File: src/rtl/fag_pkg.sv
package fag_pkg;

  // what the counters do at the next clock edge
  typedef enum logic [2:0] {
    STEP_HOLD  = 3'd0,
    STEP_LOAD  = 3'd1,
    STEP_NEXT  = 3'd2,
    STEP_LINE  = 3'd3,
    STEP_WRAP  = 3'd4
  } step_e;

endpackage

File: src/rtl/fag_cfg_shadow.sv
module fag_cfg_shadow #(
  parameter int BANK_W = 9,
  parameter int HW_W   = 21,
  parameter int LW_W   = 11,
  parameter int SK_W   = 11
) (
  input  logic              clk,
  input  logic              rst,
  input  logic              load,
  input  logic [BANK_W-1:0] bank_in,
  input  logic [HW_W-1:0]   start_in,
  input  logic [HW_W-1:0]   end_in,
  input  logic [LW_W-1:0]   width_in,
  input  logic [SK_W-1:0]   skip_in,
  output logic [BANK_W-1:0] bank_q,
  output logic [HW_W-1:0]   start_q,
  output logic [HW_W-1:0]   end_q,
  output logic [LW_W-1:0]   width_q,
  output logic [SK_W-1:0]   skip_q
);

  always_ff @(posedge clk) begin
    if (rst) begin
      bank_q  <= '0;
      start_q <= '0;
      end_q   <= '0;
      width_q <= '0;
      skip_q  <= '0;
    end else if (load) begin
      bank_q  <= bank_in;
      start_q <= start_in;
      end_q   <= end_in;
      width_q <= width_in;
      skip_q  <= skip_in;
    end
  end

  // shadow values move only on a frame start
  p_shadow_hold_r8: assert property (@(posedge clk) disable iff (rst)
    !load |=> ($stable(bank_q) && $stable(start_q) && $stable(end_q)
               && $stable(width_q) && $stable(skip_q)));

endmodule

File: src/rtl/fag_line_ctr.sv
module fag_line_ctr
  import fag_pkg::*;
#(
  parameter int LW_W = 11
) (
  input  logic            clk,
  input  logic            rst,
  input  step_e           step,
  input  logic [LW_W-1:0] width,
  output logic            last_col
);

  logic [LW_W-1:0] col_q;

  assign last_col = (col_q == width - LW_W'(1));

  always_ff @(posedge clk) begin
    if (rst) begin
      col_q <= '0;
    end else begin
      unique case (step)
        STEP_LOAD, STEP_WRAP, STEP_LINE: col_q <= '0;
        STEP_NEXT:                       col_q <= col_q + LW_W'(1);
        default:                         col_q <= col_q;
      endcase
    end
  end

  // column never runs past the line width
  p_col_bound_r4: assert property (@(posedge clk) disable iff (rst)
    (width != '0 && col_q < width && step != STEP_LOAD) |=> (col_q < width));

  // a line-end step always returns to column zero
  p_line_restart_r4: assert property (@(posedge clk) disable iff (rst)
    (step == STEP_LINE) |=> (col_q == '0));

endmodule

File: src/rtl/fag_hw_ctr.sv
module fag_hw_ctr
  import fag_pkg::*;
#(
  parameter int HW_W = 21,
  parameter int SK_W = 11
) (
  input  logic            clk,
  input  logic            rst,
  input  step_e           step,
  input  logic [HW_W-1:0] start_new,
  input  logic [HW_W-1:0] start_sh,
  input  logic [HW_W-1:0] end_sh,
  input  logic [SK_W-1:0] skip_sh,
  input  logic            last_col,
  output logic [HW_W-1:0] cur,
  output logic            wrap
);

  localparam int EXT_W = HW_W + 1;

  logic [EXT_W-1:0] cand;
  logic [EXT_W-1:0] skip_ext;

  assign skip_ext = last_col ? EXT_W'(skip_sh) : '0;
  assign cand     = {1'b0, cur} + EXT_W'(1) + skip_ext;
  assign wrap     = (cand >= {1'b0, end_sh});

  always_ff @(posedge clk) begin
    if (rst) begin
      cur <= '0;
    end else begin
      unique case (step)
        STEP_LOAD:            cur <= start_new;
        STEP_WRAP:            cur <= start_sh;
        STEP_NEXT, STEP_LINE: cur <= cand[HW_W-1:0];
        default:              cur <= cur;
      endcase
    end
  end

  // an in-line advance moves by exactly one halfword
  p_step_one_r3: assert property (@(posedge clk) disable iff (rst)
    (step == STEP_NEXT) |=> (cur == $past(cur) + HW_W'(1)));

  // a wrap lands on the sampled start
  p_wrap_start_r6: assert property (@(posedge clk) disable iff (rst)
    (step == STEP_WRAP) |=> (cur == start_sh));

endmodule

File: src/rtl/frame_addr_gen.sv
module frame_addr_gen
  import fag_pkg::*;
#(
  parameter int BANK_W = 9,
  parameter int HW_W   = 21,
  parameter int LW_W   = 11,
  parameter int SK_W   = 11
) (
  input  logic                   clk,
  input  logic                   rst,
  input  logic [BANK_W-1:0]      cfg_bank_i,
  input  logic [HW_W-1:0]        cfg_start_i,
  input  logic [HW_W-1:0]        cfg_end_i,
  input  logic [LW_W-1:0]        cfg_width_i,
  input  logic [SK_W-1:0]        cfg_skip_i,
  input  logic                   frame_start_i,
  output logic                   addr_valid_o,
  input  logic                   addr_ready_i,
  output logic [BANK_W+HW_W-1:0] addr_o,
  output logic                   frame_done_o
);

  localparam int ADDR_W = BANK_W + HW_W;

  logic [BANK_W-1:0] sh_bank;
  logic [HW_W-1:0]   sh_start, sh_end, cur;
  logic [LW_W-1:0]   sh_width;
  logic [SK_W-1:0]   sh_skip;
  logic              active_q, done_q, hs, wrap, last_col;
  step_e             step;

  assign hs = active_q & addr_ready_i;

  always_comb begin
    if (frame_start_i)   step = STEP_LOAD;
    else if (!hs)        step = STEP_HOLD;
    else if (wrap)       step = STEP_WRAP;
    else if (last_col)   step = STEP_LINE;
    else                 step = STEP_NEXT;
  end

  fag_cfg_shadow #(.BANK_W(BANK_W), .HW_W(HW_W), .LW_W(LW_W), .SK_W(SK_W)) u_shadow (
    .clk(clk), .rst(rst), .load(frame_start_i),
    .bank_in(cfg_bank_i), .start_in(cfg_start_i), .end_in(cfg_end_i),
    .width_in(cfg_width_i), .skip_in(cfg_skip_i),
    .bank_q(sh_bank), .start_q(sh_start), .end_q(sh_end),
    .width_q(sh_width), .skip_q(sh_skip)
  );

  fag_line_ctr #(.LW_W(LW_W)) u_line (
    .clk(clk), .rst(rst), .step(step), .width(sh_width), .last_col(last_col)
  );

  fag_hw_ctr #(.HW_W(HW_W), .SK_W(SK_W)) u_hw (
    .clk(clk), .rst(rst), .step(step), .start_new(cfg_start_i),
    .start_sh(sh_start), .end_sh(sh_end), .skip_sh(sh_skip),
    .last_col(last_col), .cur(cur), .wrap(wrap)
  );

  always_ff @(posedge clk) begin
    if (rst) begin
      active_q <= 1'b0;
      done_q   <= 1'b0;
    end else begin
      if (frame_start_i) active_q <= 1'b1;
      done_q <= (step == STEP_WRAP);
    end
  end

  assign addr_valid_o = active_q;
  assign addr_o       = {sh_bank, cur};
  assign frame_done_o = done_q;

  // back-pressure holds the offered address
  p_hold_r5: assert property (@(posedge clk) disable iff (rst)
    (addr_valid_o && !addr_ready_i && !frame_start_i) |=> (addr_valid_o && $stable(addr_o)));

  // start pulse loads the new start and bank
  p_load_r2: assert property (@(posedge clk) disable iff (rst)
    frame_start_i |=> (addr_valid_o && addr_o == ADDR_W'({$past(cfg_bank_i), $past(cfg_start_i)})));

  // done only follows an accepted fetch
  p_done_cause_r7: assert property (@(posedge clk) disable iff (rst)
    frame_done_o |-> ($past(addr_valid_o && addr_ready_i) && !$past(frame_start_i)));

  // bank bits do not move within a scan
  p_bank_fixed_r8: assert property (@(posedge clk) disable iff (rst)
    (addr_valid_o && !frame_start_i) |=> $stable(addr_o[ADDR_W-1:HW_W]));

  // offered address stays inside the frame window
  p_in_window_r6: assert property (@(posedge clk) disable iff (rst)
    (addr_valid_o && sh_start < sh_end) |-> (cur >= sh_start && cur < sh_end));

  // nothing offered before the first start
  p_idle_r1: assert property (@(posedge clk) disable iff (rst)
    (!addr_valid_o && !frame_start_i) |=> (!addr_valid_o && !frame_done_o));

endmodule

File: config.mk
export PLATFORM = sky130hd
export DESIGN_NAME = frame_addr_gen
export DESIGN_NICKNAME = d
export VERILOG_FILES = /design/src/rtl/fag_pkg.sv /design/src/rtl/fag_cfg_shadow.sv /design/src/rtl/fag_line_ctr.sv /design/src/rtl/fag_hw_ctr.sv /design/src/rtl/frame_addr_gen.sv
export SDC_FILE = /design/constraint.sdc
export NUM_CORES = 1
export LEC_CHECK = 0
export ABC_CLOCK_PERIOD_IN_PS = 14400
export BUFFER_PORTS_ARGS = -buffer_cell sky130_fd_sc_hd__clkbuf_2
export CORE_MARGIN = 10
export CORE_UTILIZATION = 29
export DETAILED_ROUTE_END_ITERATION = 12
export PLACE_DENSITY = 0.49
export SKIP_CTS_REPAIR_TIMING = 1
export SYNTH_ARGS = -nofsm -noshare
export SYNTH_HDL_FRONTEND = slang
export SYNTH_SLANG_ARGS = --single-unit
File: constraint.sdc
create_clock -name clk -period 14.4 [get_ports clk]
set_input_delay 3.6 -clock clk [delete_from_list [all_inputs] [get_ports clk]]
set_output_delay 3.6 -clock clk [all_outputs]
set_load 0.02 [all_outputs]
==> run summary <==
The run finished with clean final reports. The smallest setup slack after layout came out at a little under 8 ns. The total area of multi-input combinational cells came out at 0.00344 mm². The number of antenna violations at the first check in global routing was 0. The worst setup path is launched from a flop.

For this run, the top clock speed supported by timing is 149 MHz. In this run the standard cell core region covers 0.0197 mm². The transition time at the pin with the least slew margin is roughly 1.1 ns. In the layout the commonest cells are dfxtp_1 (107), clkbuf_2 (106), nor2_1 (105), mux2i_1 (68). The static leakage power is 2.98 nW. The number of maximum-capacitance constraint violations is 0. TritonCTS built the clock tree. The post-synth net total is a little under 800. The arrival time at the worst endpoint came out at ~7 ns. After the last flow step, the layout net total stands at 868. The number of input and output port buffers inserted came out at 108. After synthesis the cells add up to a little under 0.006 mm². The cell type with the highest aggregate area in the netlist is dfxtp_1.

The starting utilization of the core area came out at 0.298. Detailed routing inserted a total of 4878 vias. No sink is reached through more buffers than the 2 on the longest clock path. The total number of placement rows came out at 51. The first-pass iteration count of the detailed router is 4. The count of warnings emitted by yosys is 0. The setup total negative slack is 0 ns. The average size of a mapped cell is 8.71 µm².

The final critical-path share of the clock period is 0.466. The number of sinks driven by the clock tree is 107. The clock transition at the register clock pins on the worst setup and hold paths after CTS came out at 0.07 ns.

The half-perimeter wire length after placement is about 12 mm. After filler insertion, the fill cell instance count of the layout stands at approximately 2200. Yosys attributes the largest share of cell area to dfxtp_1 (37%), mux2i_1 (12%), ha_1 (7.3%). The placed instances occupy a cell area of 0.00660 mm².

In this run the worst path has a maximum fanout of 23. The number of synthesized flops with an enable pin came out at 0. Setup violations remaining at the end of the flow were counted as 0. From synthesis to final layout, the design area changed by 17.5%. Pin placement for this block handled 109 I/O pins. The total area of sequential cells is 0.00214 mm².

STA classifies the critical path endpoint as a flop. The via count of the first global-routing pass came out at 4893. For the worst setup path, the data required time is 14.67 ns. The routability congestion estimate from global placement came out at a little under 0.8. The critical path's largest stage delay is 0.64 ns. In the global route stage, overall resource usage came out at 0.128. The vertical die dimension came out at around 160 µm.

The post-detailed-route wirelength per cell came out at 16.2 µm. Final hold analysis gives a worst-case slack of 0.477 ns. The pre-CTS setup slack is 7.73 ns. The DRC violation count after routing came out at 0. The worst setup skew after layout is 0.00683 ns. The layout cell share with drive strength beyond 1 came out at 0.188. The number of storage elements in the synthesis netlist is 107. The worst hold path belongs to the class flop to flop. The clock insertion delay at the later pin of the skew report is 0.36 ns. The initial DRC count is 218. The clock period minus worst slack is 6.70 ns. Headroom to the max-slew limit came out at 0.286. The ratio of total power to cell area came out at 103 mW/mm². The sum of overflow across all layers after global routing is 0. The count of distinct cell types in the synthesized netlist is 65. The first global-routing pass estimated 27.0 mm of wire.

The critical path is of the flop to flop type. The worst IR drop on VDD came out at ~0.056 mV. The most instantiated flip-flop cell in the synthesis netlist is dfxtp_1. The synthesized instance count is 672. On the critical path, the stage with the largest delay is an instance of or2_1.

The library cell used most frequently in the layout, excluding fill and tap cells, is dfxtp_1. The area share of the leading cell type in the synthesized netlist came out at 0.366. Setup repair after global routing left no endpoint under its margin. The die covers 0.0263 mm². The maximum number of pins on one net before global-route repair came out at 65. The number of nets with antenna violations after routing is 0. Summing all non-filler instances in the final layout gives an area of 0.00688 mm².

The final hold violation count is 0. The post-synthesis sequential area ratio is 0.366. The routed via count divided by cell count is 4.76. Measured along the x axis, the die boundary spans 162 µm. The clock tree synthesis step divided the H-tree into 3 levels. For this run, asynchronously set or reset flops after synthesis account for 0.

Overall power consumption after layout is estimated at approximately 0.0007 W. The max-slew violation count came out at 0. After detailed routing, the total wire length is about 17 mm. The CTS root buffer is clkbuf_16. Counting the buffers created by CTS gives 9. The antenna diode count is 0.
synth_stat cells, drive strengths merged (2+ instances only):
cell and number:
dfxtp 107, nor2 106, mux2i 68, a21oi 36, ha 34, nand2 33
inv 29, clkbuf 27, nor3 22, nand3 21, o21ai 20, xnor2 20
xor2 18, buf 12, and2 11, nand2b 11, o32ai 10, nand4 7
nor2b 7, a31oi 6, a311oi 5, and3 5, a21o 4, a221oi 4
o211ai 4, and4 3, mux2 3, nand4b 3, nor3b 3, o31ai 3
a211o 2, a211oi 2, a21boi 2, a221o 2, a22oi 2, a31o 2
nor4b 2, o21a 2, o21bai 2, or3 2
cell families after synthesis:
group | Yosys count | synth area share
buf+inv | 68 | 0.0472
xor+xnor | 38 | 0.0568
flops | 107 | 0.366
simple gates | 241 | 0.197
mux | 71 | 0.122
fa+ha+maj | 35 | 0.0761
compound gates | 112 | 0.135
area by class of cell:
class,instances,area share
inverters,29,0.0158
well taps,265,0.0482
clock inverters,4,0.00764
multi-input cells,497,0.500
flip-flops and latches,107,0.311
clock buffers,11,0.0338
repair buffers,112,0.0837
sequential cells by signal, indices dropped and copies added (netlist names):
register,cells
u_hw.cur,21
u_shadow.end_q,21
u_shadow.start_q,21
u_line.col_q,11
u_shadow.skip_q,11
u_shadow.width_q,11
u_shadow.bank_q,9
addr_valid_o,1
frame_done_o,1
power breakdown:
group	internal (W)	switching, W	leakage, nW
sequential	0.000313	0.0000155	0.882
combinational	0.0000526	0.0000776	1.97
clock	0.000134	0.000114	0.128
total	0.000500	0.000207	2.98
final timing paths:
kind	start	to	slack [ns]	depth (start not counted)
worst min-delay path	u_shadow.start_q[10]$_SDFFE_PP0P_	u_shadow.start_q[10]$_SDFFE_PP0P_	0.48	2
worst min register to register	u_shadow.start_q[10]$_SDFFE_PP0P_	u_shadow.start_q[10]$_SDFFE_PP0P_	0.48	2
worst max register to register	u_shadow.width_q[0]$_SDFFE_PP0P_	u_hw.cur[0]$_SDFFE_PP0P_	7.70	27
worst max-delay path	u_shadow.width_q[0]$_SDFFE_PP0P_	u_hw.cur[0]$_SDFFE_PP0P_	7.70	27
routing by layer:
| layer | vias up | routed length [µm] | share of wire | GRT usage |
|---|---|---|---|---|
| met5 | - | 0 | 0 | 0 |
| met4 | 0 | 131 | 0.0079 | 0.0244 |
| met3 | 10 | 932 | 0.056 | 0.0425 |
| met2 | 117 | 7420 | 0.45 | 0.197 |
| met1 | 2228 | 8140 | 0.49 | 0.171 |
| li1 | 2523 | - | - | - |
through the flow:
stage,util,instances
after floorplan,-,672
after global placement,0.336,1010
after detailed placement,0.336,1010
after CTS,0.350,1025
after global routing,0.350,1025
final,0.350,1025
critical path, delay by kind of cell (launching register included):
kind / cells / cell delay [ns]
adders and majority gates: 4 / 0.86
muxes: 2 / 0.50
and+or+nand+nor: 6 / 1.85
DFF: 1 / 0.34
buffers and inverters: 3 / 0.38
AOI/OAI and AO/OA: 11 / 2.48
xor gates and xnor gates: 1 / 0.19
Power figures use the tool's default switching activity.
